<file path="src/rtl/rtcu_pkg.sv">
package rtcu_pkg;
  typedef enum logic [1:0] {
    SEL_A = 2'd0,
    SEL_B = 2'd1,
    SEL_C = 2'd2,
    SEL_D = 2'd3
  } rtcu_sel_e;

  typedef enum logic {
    ST_IDLE = 1'b0,
    ST_BUSY = 1'b1
  } rtcu_state_e;

  localparam logic [7:0] A_RESET   = 8'h26;
  localparam logic [7:0] B_RESET   = 8'h00;
  localparam logic [7:0] C_RESET   = 8'h00;
  localparam logic [7:0] D_VALUE   = 8'h80;
  localparam logic [2:0] OSC_RUN   = 3'b010;
  localparam logic [1:0] WILDCARD  = 2'b11;
  localparam logic [7:0] FLAG_UPD  = 8'h90;
  localparam logic [7:0] FLAG_ALM  = 8'hA0;
  localparam logic [7:0] UIE_CLEAR = 8'hEF;
  localparam int         BIT_UIP   = 7;
  localparam int         BIT_SET   = 7;
  localparam int         BIT_AIE   = 5;
  localparam int         BIT_UIE   = 4;
endpackage

</file>
<file path="src/rtl/rtcu_rst_sync.sv">
module rtcu_rst_sync (
  input  logic clk,
  input  logic rst_n,
  output logic rst_sync_n
);
  logic [1:0] sync_q;

  always_ff @(posedge clk or negedge rst_n) begin
    if (!rst_n) sync_q <= 2'b00;
    else        sync_q <= {sync_q[0], 1'b1};
  end

  assign rst_sync_n = sync_q[1];
endmodule

</file>
<file path="src/rtl/rtcu_ctrl_regs.sv">
module rtcu_ctrl_regs
  import rtcu_pkg::*;
(
  input  logic       clk,
  input  logic       rst_n,
  input  logic       wr_a,
  input  logic       wr_b,
  input  logic [7:0] wdata,
  input  logic       uip_set,
  input  logic       uip_done_clr,
  output logic [7:0] reg_a,
  output logic [7:0] reg_b,
  output logic       reload
);
  logic [7:0] a_q, a_nxt;
  logic [7:0] b_q, b_nxt;

  always_comb begin
    a_nxt  = a_q;
    b_nxt  = b_q;
    reload = 1'b0;
    if (uip_set)      a_nxt[BIT_UIP] = 1'b1;
    if (uip_done_clr) a_nxt[BIT_UIP] = 1'b0;
    if (wr_a)         a_nxt[6:0]     = wdata[6:0];
    if (wr_b) begin
      if (wdata[BIT_SET]) begin
        a_nxt[BIT_UIP] = 1'b0;
        b_nxt          = wdata & UIE_CLEAR;
      end else begin
        b_nxt  = wdata;
        reload = b_q[BIT_SET];
      end
    end
  end

  always_ff @(posedge clk or negedge rst_n) begin
    if (!rst_n) begin
      a_q <= A_RESET;
      b_q <= B_RESET;
    end else begin
      a_q <= a_nxt;
      b_q <= b_nxt;
    end
  end

  assign reg_a = a_q;
  assign reg_b = b_q;

  AST_SET_KILLS_UIE: assert property (@(posedge clk) disable iff (!rst_n)
    (wr_b && wdata[BIT_SET]) |=> (!b_q[BIT_UIE] && !a_q[BIT_UIP]));

  AST_UIP_READ_ONLY: assert property (@(posedge clk) disable iff (!rst_n)
    (wr_a && !wr_b && !uip_set && !uip_done_clr) |=> (a_q[BIT_UIP] == $past(a_q[BIT_UIP])));
endmodule

</file>
<file path="src/rtl/rtcu_update_seq.sv">
module rtcu_update_seq
  import rtcu_pkg::*;
#(
  parameter int UPD_TICKS = 32440
) (
  input  logic clk,
  input  logic rst_n,
  input  logic tb_en,
  input  logic sec_tick,
  input  logic osc_ok,
  output logic start,
  output logic done,
  output logic busy
);
  localparam int CW = $clog2(UPD_TICKS + 1);
  localparam logic [CW-1:0] LAST = CW'(UPD_TICKS - 1);

  rtcu_state_e state_q, state_nxt;
  logic [CW-1:0] cnt_q, cnt_nxt;

  assign busy  = (state_q == ST_BUSY);
  assign start = !busy && sec_tick && osc_ok;
  assign done  = busy && tb_en && (cnt_q == LAST);

  always_comb begin
    state_nxt = state_q;
    cnt_nxt   = cnt_q;
    if (start) begin
      state_nxt = ST_BUSY;
      cnt_nxt   = '0;
    end else if (done) begin
      state_nxt = ST_IDLE;
      cnt_nxt   = '0;
    end else if (busy && tb_en) begin
      cnt_nxt = cnt_q + 1'b1;
    end
  end

  always_ff @(posedge clk or negedge rst_n) begin
    if (!rst_n) begin
      state_q <= ST_IDLE;
      cnt_q   <= '0;
    end else begin
      state_q <= state_nxt;
      cnt_q   <= cnt_nxt;
    end
  end

  AST_CNT_IN_WINDOW: assert property (@(posedge clk) disable iff (!rst_n)
    busy |-> (cnt_q <= LAST));

  AST_START_NEEDS_OSC: assert property (@(posedge clk) disable iff (!rst_n)
    $rose(busy) |-> $past(sec_tick && osc_ok));
endmodule

</file>
<file path="src/rtl/rtcu_alarm_cmp.sv">
module rtcu_alarm_cmp
  import rtcu_pkg::*;
#(
  parameter int NUM_FIELDS = 3,
  parameter int FW = 8
) (
  input  logic [NUM_FIELDS-1:0][FW-1:0] alarm_bytes,
  input  logic [NUM_FIELDS-1:0][FW-1:0] now_bytes,
  output logic                          hit
);
  logic [NUM_FIELDS-1:0] field_ok;

  for (genvar i = 0; i < NUM_FIELDS; i++) begin : g_field
    assign field_ok[i] = (alarm_bytes[i][FW-1:FW-2] == WILDCARD) ||
                         (alarm_bytes[i] == now_bytes[i]);
  end

  assign hit = &field_ok;
endmodule

</file>
<file path="src/rtl/rtcu_flags.sv">
module rtcu_flags (
  input  logic       clk,
  input  logic       rst_n,
  input  logic [7:0] set_mask,
  input  logic       rd_clr,
  output logic [7:0] flags
);
  logic [7:0] c_q, c_nxt;

  always_comb begin
    c_nxt = (rd_clr ? 8'h00 : c_q) | set_mask;
  end

  always_ff @(posedge clk or negedge rst_n) begin
    if (!rst_n) c_q <= rtcu_pkg::C_RESET;
    else        c_q <= c_nxt;
  end

  assign flags = c_q;

  AST_READ_CLEARS: assert property (@(posedge clk) disable iff (!rst_n)
    (rd_clr && (set_mask == 8'h00)) |=> (c_q == 8'h00));
endmodule

</file>
<file path="src/rtl/rtc_update_ctrl.sv">
module rtc_update_ctrl
  import rtcu_pkg::*;
#(
  parameter int UPD_TICKS = 32440
) (
  input  logic       clk,
  input  logic       rst_n,
  input  logic       tb_en,
  input  logic       sec_tick,
  input  logic [1:0] reg_sel,
  input  logic       reg_wr,
  input  logic       reg_rd,
  input  logic [7:0] reg_wdata,
  output logic [7:0] reg_rdata,
  input  logic [7:0] alm_sec,
  input  logic [7:0] alm_min,
  input  logic [7:0] alm_hr,
  input  logic [7:0] cur_sec,
  input  logic [7:0] cur_min,
  input  logic [7:0] cur_hr,
  output logic       adv_time,
  output logic       publish,
  output logic       reload,
  output logic       irq
);
  logic       rst_sync_n;
  logic [7:0] reg_a, reg_b, reg_c;
  logic       start, done, busy, alarm_hit;
  logic       osc_ok, set_mode;
  logic [7:0] set_mask;
  logic       wr_a, wr_b, rd_c;

  rtcu_rst_sync u_rst (
    .clk        (clk),
    .rst_n      (rst_n),
    .rst_sync_n (rst_sync_n)
  );

  assign wr_a     = reg_wr && (reg_sel == SEL_A);
  assign wr_b     = reg_wr && (reg_sel == SEL_B);
  assign rd_c     = reg_rd && (reg_sel == SEL_C);
  assign osc_ok   = (reg_a[6:4] == OSC_RUN);
  assign set_mode = reg_b[BIT_SET];

  rtcu_ctrl_regs u_regs (
    .clk          (clk),
    .rst_n        (rst_sync_n),
    .wr_a         (wr_a),
    .wr_b         (wr_b),
    .wdata        (reg_wdata),
    .uip_set      (start && !set_mode),
    .uip_done_clr (done),
    .reg_a        (reg_a),
    .reg_b        (reg_b),
    .reload       (reload)
  );

  rtcu_update_seq #(.UPD_TICKS(UPD_TICKS)) u_seq (
    .clk      (clk),
    .rst_n    (rst_sync_n),
    .tb_en    (tb_en),
    .sec_tick (sec_tick),
    .osc_ok   (osc_ok),
    .start    (start),
    .done     (done),
    .busy     (busy)
  );

  rtcu_alarm_cmp #(.NUM_FIELDS(3), .FW(8)) u_alarm (
    .alarm_bytes ({alm_hr, alm_min, alm_sec}),
    .now_bytes   ({cur_hr, cur_min, cur_sec}),
    .hit         (alarm_hit)
  );

  always_comb begin
    set_mask = 8'h00;
    if (done) begin
      if (reg_b[BIT_AIE] && alarm_hit) set_mask = set_mask | FLAG_ALM;
      if (reg_b[BIT_UIE])              set_mask = set_mask | FLAG_UPD;
    end
  end

  rtcu_flags u_flags (
    .clk      (clk),
    .rst_n    (rst_sync_n),
    .set_mask (set_mask),
    .rd_clr   (rd_c),
    .flags    (reg_c)
  );

  always_comb begin
    unique case (reg_sel)
      SEL_A:   reg_rdata = reg_a;
      SEL_B:   reg_rdata = reg_b;
      SEL_C:   reg_rdata = reg_c;
      default: reg_rdata = D_VALUE;
    endcase
  end

  assign adv_time = start;
  assign publish  = done && !set_mode;
  assign irq      = reg_c[7];

  AST_UIP_ONLY_BUSY: assert property (@(posedge clk) disable iff (!rst_sync_n)
    reg_a[BIT_UIP] |-> busy);

  AST_IRQ_FROM_UPDATE: assert property (@(posedge clk) disable iff (!rst_sync_n)
    $rose(irq) |-> $past(done));
endmodule

</file>
<file path="config.mk">
export PLATFORM = sky130hd
export DESIGN_NAME = rtc_update_ctrl
export DESIGN_NICKNAME = d
export VERILOG_FILES = /design/src/rtl/rtcu_pkg.sv /design/src/rtl/rtcu_rst_sync.sv /design/src/rtl/rtcu_ctrl_regs.sv /design/src/rtl/rtcu_update_seq.sv /design/src/rtl/rtcu_alarm_cmp.sv /design/src/rtl/rtcu_flags.sv /design/src/rtl/rtc_update_ctrl.sv
export SDC_FILE = /design/constraint.sdc
export NUM_CORES = 1
export LEC_CHECK = 0
export BUFFER_PORTS_ARGS = -buffer_cell sky130_fd_sc_hd__buf_4
export CAP_MARGIN = 20
export CORE_MARGIN = 4
export CORE_UTILIZATION = 51
export CTS_BUF_LIST = sky130_fd_sc_hd__clkbuf_4 sky130_fd_sc_hd__clkbuf_8
export DETAILED_ROUTE_END_ITERATION = 8
export PLACE_DENSITY = 0.82
export RECOVER_POWER = 25
export SYNTH_ARGS = -nofsm -noshare
export SYNTH_HDL_FRONTEND = slang
export SYNTH_SLANG_ARGS = --single-unit
</file>
<file path="constraint.sdc">
create_clock -name clk -period 2.4 [get_ports clk]
set_input_delay 0.48 -clock clk [delete_from_list [all_inputs] [get_ports clk]]
set_output_delay 0.48 -clock clk [all_outputs]
set_load 0.005 [all_outputs]
</file>
-- Word level (Yosys, flattened, before mapping)
Cells that the tools add are included.
- logic and storage cells: 55
- bits of input ports: 64
- flip-flop bits (word level): 42
- output and inout port bits: 12
- bitwise operators: 1
- add/sub/neg operators: 1
- equality and inequality tests: 10
- muxes and demuxes: 17
- reductions and logical operators: 19
- operators with widths (kind ; count):
    $mux 15 ; 3
    $mux 8 ; 5
    $eq 8x8->1 ; 3
    $pmux 8 s3 ; 1
    $add 15x1->15 const B ; 1
    $eq 15x15->1 const B ; 1
    $logic_and 1x1->1 ; 10
    $eq 2x2->1 const B ; 4
    $mux 1 ; 8
    $or 8x8->8 ; 1
    $eq 3x2->1 const B ; 1
    $logic_or 1x1->1 ; 3
    $reduce_and 3->1 ; 1
    $reduce_bool 3->1 ; 1
    $eq 2x1->1 const B ; 1
    $logic_not 1->1 ; 2
    $logic_not 2->1 ; 1
    $reduce_bool 2->1 ; 1

-- Depth between registers and ports, before layout
Gate-level depths: netlist (run 1).
- depth after elaboration: 8
- depth in mapped cells: 6
- depth with buffers taken out: 6

-- Hierarchy
From an unflattened synthesis (run 1), not the netlist that was laid out.
- cell total of the unflattened synthesis: 223
- area, all modules: 2396.0 um^2
- modules (own cells, without submodules) (module ; cells an instance ; area each (um^2) ; times used ; seq. area each (um^2)):
    rtcu_update_seq ; 97 ; 902.1 ; 1 ; 400.4
    rtcu_ctrl_regs ; 39 ; 641.9 ; 1 ; 404.1
    rtcu_alarm_cmp ; 34 ; 280.3 ; 1 ; 0.0
    rtcu_flags ; 17 ; 264.0 ; 1 ; 200.2
    rtc_update_ctrl ; 33 ; 254.0 ; 1 ; 0.0
    rtcu_rst_sync ; 3 ; 53.8 ; 1 ; 50.0

-- Worst setup path after synthesis (run 1)
No wires, ideal clock.
- kind: flip-flop to output port
- start point: register u_seq.cnt_q[0]
- end point: output publish
- buffers on the path: 0
- arrival time: 1391 ps
- slack: 529 ps
- stages on the path, launching flop included: 5
- data required time: 1920 ps
- cells stage by stage: dfrtp_1 -> ha_1 -> nand4_1 -> or4_4 -> nor2_1
- word-level cells in the longest chain between the ends: 3
- RTL lines (element ; line ; text):
    from (decl) ; rtcu_update_seq.sv:19 ; logic [CW-1:0] cnt_q, cnt_nxt;
    from (signal assigned) ; rtcu_update_seq.sv:45 ; cnt_q <= cnt_nxt;
    $eq 15x15->1 ; rtcu_update_seq.sv:23 ; assign done = busy && tb_en && (cnt_q == LAST);
    $logic_and 1x1->1 ; rtcu_update_seq.sv:23 ;
    $logic_and 1x1->1 ; rtc_update_ctrl.sv:101 ; assign publish = done && !set_mode;
    to (decl) ; rtc_update_ctrl.sv:22 ; output logic publish,
No other way between the ends.

-- Final worst setup path (run 1)
Same ends and word-level chain as after synthesis.

==> impl_metrics.csv, run 1 <==
group,metric,value,unit
sta,fin_skew,0.00997,ns
worst_setup_path,cp_slowest_cell,"or4_4",
clocking,cts_tree,"built",
finish,ff_latch_area,932,um2
route,via_per_inst,5.28,
power_and_ir_drop,leakage,1.30,nW
clocking,cts.clk_slew.worst_paths,0.07,ns
job,drv_cap,0,
clocking,cts_buffer_depth,2,
route,firstDrtPassIters,4,
placement,gp_congestion,0.791,
grt,grt_max_degree,34,
yosys,synth_cell_types,35,
finish,filler_cell_count,307,
worst_setup_path,cp-end-kind,"output pin",
sta,worst_pin_slew,0.573,ns
yosys,synth_top_area_share,40.2,%
finish,multi_input_area,0.00113,mm2
worst_setup_path,worstPathCellList,"ha_2 > nand4_1 > or4_4 > nor2_1 > buf_4",
placement,dp_hpwl,3750,um
worst_setup_path,required,1.92,ns
hold_path,worst_hold_path_type,"flip-flop to asynchronous set/reset pin",
placement,dp_slack,0.345,ns
power_and_ir_drop,comb_power_share,22.8,%
route,wirelength,4860,um
worst_setup_path,ff2ff_path_depth,5,
clocking,root_buffer,"clkbuf_8",
route,vias,1789,
power_and_ir_drop,p_clk_share,30.3,%
worst_setup_path,crit_type,"flip-flop to output pin",
yosys,yosysMostFrequentCell,"dfrtp_1",
power_and_ir_drop,intPower,0.00132,W
floorplan,design.core.area,0.00400,mm2
sta,slew_violations,0,
route,highest_layer,"met4",
yosys,synthArstFlopShare,100,%
grt,first_global_vias,1864,
grt,overflow,0,
worst_setup_path,r2r_setup_slack,0.52,ns
yosys,synthFlopType,"dfrtp_1",
route,dr_wl_met2,2410,um
sta,fmax,438,MHz
floorplan,boundaryPins,76,
yosys,synth_area,0.00212,mm2
yosys,synth_fp_nets,273,
worst_setup_path,start_kind,"flip-flop",
power_and_ir_drop,pwr-share-seq,46.8,%
floorplan,die_y,72.4,um
finish,antenna_cells_inserted,0,
yosys,synthTopCellsByCount,"34 x dfrtp_1, 32 x xnor2_1, 23 x nand2_1",
power_and_ir_drop,peakVddDrop,505,uV
power_and_ir_drop,powerDensity,641,mW/mm2
sta,worst_slack,0.117,ns
yosys,postSynthCellCount,208,
yosys,syn_avg_cell_area,10.2,um2
worst_setup_path,worst_ep_arrival_time,1.80,ns
route,drt-met1-wl,1920,um
placement,port_buffers,75,
floorplan,core.rowCount,23,
power_and_ir_drop,switchingPower,0.000511,W
sta,finalCriticalPeriod,2.28,ns
grt,grt_first_pass_wirelength,8170,um
clocking,cts-buffers-inserted,5,
finish,drive_gt1_share,39.8,%
worst_setup_path,slowest_delay,0.52,ns
yosys,ys_ff_latch,37,
floorplan,die_w,72.4,um
sta,fin_tns_setup,0,ns
clocking,htreeDepth,2,
power_and_ir_drop,swShare,27.8,%
sta,period_share,95.1,%
worst_setup_path,r2r-end,"u_seq.cnt_q[11]",
yosys,synthTopCellsByArea,"dfrtp_1 40%, xnor2_1 13%, mux2_2 6.9%, nand2_1 4.1%, nand4_1 3.8%",
finish,finalNetCount,353,
sta,finalHoldViolCount,0,
clocking,cts_num_sinks,37,
sta,rsz0062_at_grt,"no",
finish,syn_to_final_growth,35.2,%
yosys,yosysWarnings,0,
worst_setup_path,path_max_fanout,5,
sta,maxSlewHeadroom,61.6,%
route,drcViolationCount,0,
grt,grt_usage,19.8,%
sta,setup_viol,0,
clocking,cts_setup_buffers,0,
yosys,synth_area_leader_cell,"dfrtp_1",
route,route.met3.wl,424,um
grt,antenna_found_initial,0,
route,wire_per_inst,14.3,um
route,ant_nets,0,
clocking,clock_latency,0.29,ns
status,status,"finished, final reports clean",
floorplan,initial_core_util,52.9,%
yosys,synth.yosys.seq_area_share,43.9,%
floorplan,die_area,0.00524,mm2
route,detailedRoute.firstIterationViolations,106,
yosys,synth_edf_count,0,
worst_setup_path,crit-reg2reg-launch,"u_regs.reg_a[5]",
-- worst max-delay path by stage --
stage / end / startpoint / depth (start not counted) / slack, ns
floorplan: publish / u_seq.cnt_q[0] / 4 / 0.53
global placement: publish / u_seq.cnt_q[0] / 5 / 0.39
detailed placement: publish / u_seq.cnt_q[0] / 5 / 0.34
CTS: publish / u_seq.cnt_q[0] / 5 / 0.02
global route: publish / u_seq.cnt_q[0] / 5 / 0.007
finish: publish / u_seq.cnt_q[0] / 5 / 0.12
-- power groups by stage --
stage          Clock [W]  Combinational [W]  Sequential (W)
3_5_place_dp           0           0.000413        0.000865
3_3_place_gp           0           0.000404        0.000857
2_1_floorplan          0           0.000253        0.000842
6_report        0.000556           0.000419        0.000860
5_1_grt         0.000596           0.000474        0.000876
4_1_cts         0.000566           0.000418        0.000855
-- state kept, by name, indices dropped and copies added (netlist names) --
| name | count |
|---|---|
| u_rst.sync_q | 2 |
| u_regs.reg_b | 8 |
| u_flags.flags | 3 |
| u_seq.busy | 1 |
| u_seq.cnt_q | 15 |
| u_regs.reg_a | 8 |
-- worst max-delay path: cells and delay by family, from the launching register on --
family                   cells  cell delay [ns]
adder cells (fa/ha/maj)      1             0.24
AND/OR/NAND/NOR              3             0.73
buffers and inverters        1             0.12
flip-flops                   1             0.44
-- through the flow --
stage / util [%] / std cells / power [W] / cell area [um2] / hold WS [ns]
2_1_floorplan: - / 208 / 0.00109 / 2120 / 0.184
3_3_place_gp: 68.3 / 330 / 0.00126 / 2730 / 0.0307
3_5_place_dp: 68.3 / 330 / 0.00128 / 2730 / 0.0357
4_1_cts: 71.5 / 339 / 0.00184 / 2860 / 0.0389
5_1_grt: 71.5 / 339 / 0.00195 / 2860 / 0.0464
6_report: 71.5 / 339 / 0.00184 / 2860 / 0.0368
-- cell usage in the layout (no fill, tap or decap), drive strengths merged --
master,n
inv,6
nor2b,3
dfstp,3
dfrtp,34
xor2,5
bufinv,1
and2,1
nand2b,2
mux2,13
dlygate4sd3,1
or3,2
nand3b,2
nand4b,1
mux2i,7
conb,1
nor3b,1
a21oi,3
nand3,5
nor2,23
a2111oi,4
nand4,14
o21ai,8
a211oi,2
and3,2
nor3,1
xnor2,32
clkinvlp,1
buf,77
ha,1
or4,1
o22ai,1
nand2,23
clkbuf,7
nand4bb,1
-- area by class of cell --
class                      instances  area share, %
clock inverter                     2           1.31
tap                               50           2.19
timing repair buffer              79           20.7
sequential                        37           32.6
multi-input combinational        159           39.6
clock buffer                       6           2.89
inverter                           6          0.787
-- what timing repair did --
item                                    4_1_cts  5_1_grt
gates resized for setup                       0        3
hold buffers                                  1        0
endpoints found under the hold margin         2        0
endpoints found under the setup margin        0        1
-- cell families after synthesis --
family,synth area share [%]
AO/OA/AOI/OAI,6.45
buffers and inverters,2.66
multiplexers,10.2
adder cells (fa/ha/maj),0.591
other,0.177
AND/OR/NAND/NOR,20.6
XOR/XNOR,15.3
flip-flops,43.9
-- routing by layer --
metal | track usage, % | up-vias
met3 | 4.85 | 11
met1 | 23.8 | 829
met4 | 8.61 | 0
met2 | 33.7 | 72
met5 | 0 | -
li1 | - | 877
Power figures use the tool's default switching activity.
==> inputs of run 2 (changes only) <==
Settings changed: PLACE_DENSITY 0.82 to 0.83.
Clock period 2.4 ns to 2.6 ns, I/O delays scaled along.
==> run 2 against run 1 <==
  * Register-to-register slack hardly changed
  * Cell area is 0.57% lower
  * First-iteration DRC count is 62% lower
  * Largest power group unchanged
  * Die area stayed put
  * Clock power is 6.5% lower
  * Power is 7.6% lower
  * Global-route usage is 0.39 points higher
  * Sequential power is 7.9% lower
  * Largest cell class unchanged
==> impl_metrics.csv, run 2 (synthesis gave the netlist of run 1 again) <==
group,metric,value,unit
sta,finalCriticalPeriod,2.42,ns
floorplan,initial_core_util,52.9,%
floorplan,design.core.area,0.00400,mm2
finish,syn_to_final_growth,34.5,%
floorplan,core.rowCount,23,
job,drv_cap,0,
sta,finalHoldViolCount,0,
placement,dp_slack,0.493,ns
placement,port_buffers,75,
sta,period_share,93.2,%
grt,grt_max_degree,27,
route,wire_per_inst,14.6,um
worst_setup_path,r2r-end,"u_seq.cnt_q[10]",
route,firstDrtPassIters,4,
grt,antenna_found_initial,0,
placement,gp_congestion,0.837,
sta,setup_viol,0,
route,drcViolationCount,0,
grt,first_global_vias,1851,
worst_setup_path,crit_buf_inv,1,
worst_setup_path,required,2.08,ns
sta,worst_pin_slew,1.39,ns
finish,largest-register,"u_seq.cnt_q",
route,via_per_inst,5.36,
route,detailedRoute.firstIterationViolations,40,
worst_setup_path,cp_slowest_cell,"or4_4",
grt,overflow,0,
sta,fin_tns_setup,0,ns
status,status,"finished, final reports clean",
route,wirelength,4950,um
clocking,cts_setup_buffers,0,
placement,placed_cells,329,
finish,fin_util,71.1,%
finish,finalNetCount,352,
worst_setup_path,worstPathCellList,"ha_1 > nand4_1 > or4_4 > nor2_1 > buf_4",
placement,postPlaceCellArea,0.00272,mm2
floorplan,die_area,0.00524,mm2
power_and_ir_drop,peakVddDrop,471,uV
worst_setup_path,start_kind,"flip-flop",
finish,final_common_cell,"buf_4",
sta,rsz0062_at_grt,"no",
power_and_ir_drop,powerDensity,596,mW/mm2
placement,dp_hpwl,3760,um
worst_setup_path,cp-end-kind,"output pin",
clocking,clock_latency,0.29,ns
clocking,cts_num_sinks,37,
finish,antenna_cells_inserted,0,
finish,mostFrequentLayoutCells,"75 x buf_4, 34 x dfrtp_1, 32 x xnor2_1",
finish,drive_gt1_share,38.2,%
sta,slew_violations,0,
worst_setup_path,crit-reg2reg-launch,"u_seq.cnt_q[0]",
clocking,cts.clk_slew.worst_paths,0.07,ns
finish,largest_reg_flops,15,
worst_setup_path,crit_type,"flip-flop to output pin",
clocking,cts_tree,"built",
sta,fin_skew,0.00412,ns
grt,grt_first_pass_wirelength,8290,um
clocking,root_buffer,"clkbuf_8",
grt,grt_usage,20.2,%
finish,design_area,0.00285,mm2
worst_setup_path,worst_ep_arrival_time,1.90,ns
worst_setup_path,r2r_setup_slack,0.51,ns
clocking,cts-buffers-inserted,5,
sta,worst_slack,0.176,ns
finish,fin_cells,338,
worst_setup_path,path_max_fanout,5,
route,ant_nets,0,
sta,fmax,412,MHz
sta,maxSlewHeadroom,7.54,%
worst_setup_path,slowest_delay,0.52,ns
floorplan,die_y,72.4,um
clocking,cts_buffer_depth,2,
worst_setup_path,ff2ff_path_depth,5,
floorplan,die_w,72.4,um
clocking,htreeDepth,2,
route,vias,1810,
hold_path,worst_hold_path_type,"flip-flop to asynchronous set/reset pin",
worst_setup_path,path_delay_family,"simple AND/OR/NAND/NOR gates",
power_and_ir_drop,leakage,1.30,nW
floorplan,boundaryPins,76,
## run 2: how the worst max path moves through the flow
stage / start / end / slack [ns] / depth (start not counted)
2_1_floorplan: u_seq.cnt_q[0] / publish / 0.69 / 4
3_3_place_gp: u_seq.cnt_q[0] / publish / 0.55 / 5
3_5_place_dp: u_seq.cnt_q[0] / publish / 0.49 / 5
4_1_cts: u_seq.cnt_q[0] / publish / 0.18 / 5
5_1_grt: u_seq.cnt_q[0] / publish / 0.04 / 5
6_report: u_seq.cnt_q[0] / publish / 0.18 / 5
## run 2: per-layer routing
metal  GRT usage, %  wire [um]  vias up
met3           5.82        373       10
met4           6.76         73        0
met5              0          0        -
met2           34.2       2520       60
met1           24.8       1980      867
li1               -          -      873
## run 2: what timing repair did
item / 4_1_cts / 5_1_grt
hold buffers: 1 / 0
gates resized for setup: 0 / 0
setup endpoints to repair: 0 / 0
endpoints found under the hold margin: 2 / 0
## run 2: final cells by class
cell class                      instances  area (um2)
Clock buffer                            6        82.6
Clock inverter                          2        37.5
Fill cell                             301        1150
Inverter                                6        22.5
Multi-Input combinational cell        159        1130
Sequential cell                        37         930
Tap cell                               50        62.6
Timing Repair Buffer                   78         581
## run 2: report_power, final
| group | total [W] | internal (W) | switching (W) |
|---|---|---|---|
| logic | 0.000384 | 0.000219 | 0.000165 |
| clock network | 0.000520 | 0.000312 | 0.000208 |
| registers | 0.000792 | 0.000684 | 0.000108 |
| total | 0.00170 | 0.00122 | 0.000481 |
## run 2: through the flow
step           hold WS (ns)  total power [W]
2_1_floorplan         0.224          0.00101
3_3_place_gp          0.164          0.00116
3_5_place_dp          0.170          0.00118
4_1_cts               0.177          0.00171
5_1_grt               0.204          0.00179
6_report              0.156          0.00170
==> inputs of run 3 (changes only) <==
Settings changed: ABC_AREA set to 1, CORE_UTILIZATION 51 to 52.
==> run 3 against run 2 <==
  * Sequential power is 3.4% lower
  * First-iteration DRC count grew to 3.8 times the previous value
  * Worst setup slack better by 0.33 ns
  * Clock power is 24% lower
  * Count of clock-buffer cells in the layout stayed put
  * Flip-flop and latch count stayed put
  * Die area is 2.7% higher
  * Largest power group unchanged
==> impl_metrics.csv, run 3 <==
group,metric,value,unit
status,status,"finished, final reports clean",
sta,finalHoldViolCount,0,
floorplan,die_y,73.4,um
sta,setup_viol,0,
worst_setup_path,cp_slowest_cell,"dfrtp_1",
clocking,htreeDepth,2,
yosys,synth_area_leader_cell,"dfrtp_1",
yosys,synthTopCellsByCount,"75 x nand2_1, 34 x dfrtp_1, 33 x inv_1",
sta,fin_tns_setup,0,ns
finish,finalNetCount,429,
yosys,synthArstFlopShare,100,%
route,ant_nets,0,
placement,port_buffers,75,
sta,worst_pin_slew,1.45,ns
finish,largest_reg_flops,15,
sta,rsz0062_at_grt,"no",
sta,fin_skew,0.00588,ns
grt,grt_usage,20.1,%
worst_setup_path,worst_ep_arrival_time,1.57,ns
finish,syn_to_final_growth,31.9,%
floorplan,boundaryPins,76,
hold_path,worst_hold_path_type,"flip-flop to asynchronous set/reset pin",
placement,postPlaceCellArea,0.00284,mm2
worst_setup_path,crit_path_start,"u_seq.cnt_q[0]",
finish,largest-register,"u_seq.cnt_q",
power_and_ir_drop,comb_power_share,25.8,%
clocking,cts-buffers-inserted,5,
floorplan,initial_core_util,54.8,%
floorplan,core.rowCount,23,
grt,first_global_vias,2030,
yosys,yosysWarnings,0,
worst_setup_path,crit_type,"flip-flop to output pin",
route,wire_per_inst,12.0,um
sta,period_share,80.6,%
clocking,cts_buffer_depth,2,
finish,multi_input_area,0.00114,mm2
worst_setup_path,slowest_delay,0.40,ns
worst_setup_path,required,2.08,ns
worst_setup_path,path_max_fanout,6,
power_and_ir_drop,pwr-share-seq,49.1,%
worst_setup_path,crit-reg2reg-launch,"u_rst.sync_q[1]",
clocking,clock_latency,0.29,ns
power_and_ir_drop,leakage,1.52,nW
floorplan,design.core.area,0.00406,mm2
sta,fmax,477,MHz
yosys,synth_area,0.00222,mm2
route,firstDrtPassIters,4,
clocking,cts_tree,"built",
finish,mostFrequentLayoutCells,"75 x nand2_1, 75 x buf_4, 34 x dfrtp_1",
yosys,synth_cell_types,32,
power_and_ir_drop,swShare,31.0,%
finish,filler_cell_count,321,
yosys,synthTopCellsByArea,"dfrtp_1 38%, nand2_1 13%, xnor2_1 8.7%, inv_1 5.6%, nor2_1 5.1%",
job,drv_cap,0,
finish,ff_latch_area,930,um2
yosys,synthFlopType,"dfrtp_1",
route,wirelength,4990,um
clocking,cts_setup_buffers,0,
worst_setup_path,path_delay_family,"simple AND/OR/NAND/NOR gates",
grt,grt_max_degree,30,
power_and_ir_drop,powerDensity,532,mW/mm2
yosys,synth_top_area_share,38.3,%
sta,slew_violations,0,
route,drcViolationCount,0,
yosys,synth_edf_count,0,
yosys,yosysMostFrequentCell,"nand2_1",
grt,antenna_found_initial,0,
route,via_per_inst,4.88,
power_and_ir_drop,peakVddDrop,252,uV
finish,drive_gt1_share,29.0,%
placement,dp_hpwl,4070,um
power_and_ir_drop,intPower,0.00108,W
worst_setup_path,start_kind,"flip-flop",
clocking,cts_resized,0,
worst_setup_path,cp-end-kind,"output pin",
placement,gp_congestion,0.834,
grt,grt_first_pass_wirelength,8520,um
yosys,ys_ff_latch,37,
power_and_ir_drop,p_clk_share,25.2,%
floorplan,die_area,0.00538,mm2
finish,antenna_cells_inserted,0,
sta,finalCriticalPeriod,2.09,ns
clocking,postCtsHoldBufs,1,
clocking,cts_num_sinks,37,
clocking,cts.clk_slew.worst_paths,0.07,ns
yosys,synth.yosys.seq_area_share,41.8,%
yosys,syn_avg_cell_area,7.88,um2
power_and_ir_drop,switchingPower,0.000484,W
worst_setup_path,cp_common_cell,"nor2_1",
route,detailedRoute.firstIterationViolations,151,
yosys,synth_fp_nets,347,
finish,design_area,0.00293,mm2
worst_setup_path,crit_buf_inv,1,
floorplan,die_w,73.4,um
grt,overflow,0,
clocking,root_buffer,"clkbuf_8",
yosys,postSynthCellCount,282,
route,vias,2024,
sta,maxSlewHeadroom,3.50,%
worst_setup_path,worstPathCellList,"ha_1 > nand4_1 > nor2_1 > nand3_2 > nor2_1 > buf_4",
[run 3: cell families after synthesis]
| group | count (synthesis) | synth area share [%] |
|---|---|---|
| other | 1 | 0.169 |
| AO/OA/AOI/OAI | 39 | 9.97 |
| buffers and inverters | 38 | 6.87 |
| adder cells (fa/ha/maj) | 1 | 0.563 |
| XOR/XNOR | 25 | 9.85 |
| AND/OR/NAND/NOR | 141 | 30.7 |
| flip-flops | 37 | 41.8 |
[run 3: through the flow]
stage / util (%) / total power (W) / std cells / hold slack (ns) / worst slack [ns]
6_report: 72.2 / 0.00156 / 415 / 0.105 / 0.505
5_1_grt: 72.2 / 0.00166 / 415 / 0.126 / 0.341
4_1_cts: 72.4 / 0.00157 / 415 / 0.118 / 0.488
3_5_place_dp: 70.0 / 0.00118 / 406 / 0.111 / 0.729
3_3_place_gp: 70.0 / 0.00116 / 406 / 0.109 / 0.734
2_1_floorplan: - / 0.00101 / 282 / 0.224 / 0.955
[run 3: area by class of cell]
class,instances,area share (%)
Multi-Input combinational cell,207,38.9
Sequential cell,37,31.7
Timing Repair Buffer,78,19.8
Inverter,35,4.48
Clock buffer,6,2.60
Tap cell,50,2.13
Clock inverter,2,0.342
[run 3: power groups by stage]
stage	clock network (W)	logic [W]	registers, W
4_1_cts	0.000400	0.000406	0.000765
5_1_grt	0.000422	0.000455	0.000781
3_5_place_dp	0	0.000403	0.000774
2_1_floorplan	0	0.000246	0.000761
6_report	0.000393	0.000402	0.000765
3_3_place_gp	0	0.000389	0.000770
[run 3: layer usage]
metal	global-route usage, %	wire, um
met5	0	0
met4	6.44	46
met3	4.79	312
met2	33.9	2490
met1	25.3	2140
[run 3: worst paths after layout]
kind | endpoint | slack (ns) | cells after the start
setup reg to reg | u_regs.reg_b[6] | 0.87 | 1
min in group clk | u_rst.sync_q[1] | 0.36 | 0
hold reg to reg | u_seq.cnt_q[9] | 0.11 | 0
hold / removal | u_seq.cnt_q[9] | 0.11 | 0
max in group asynchronous | u_regs.reg_b[6] | 0.87 | 1
setup / recovery | publish | 0.51 | 6
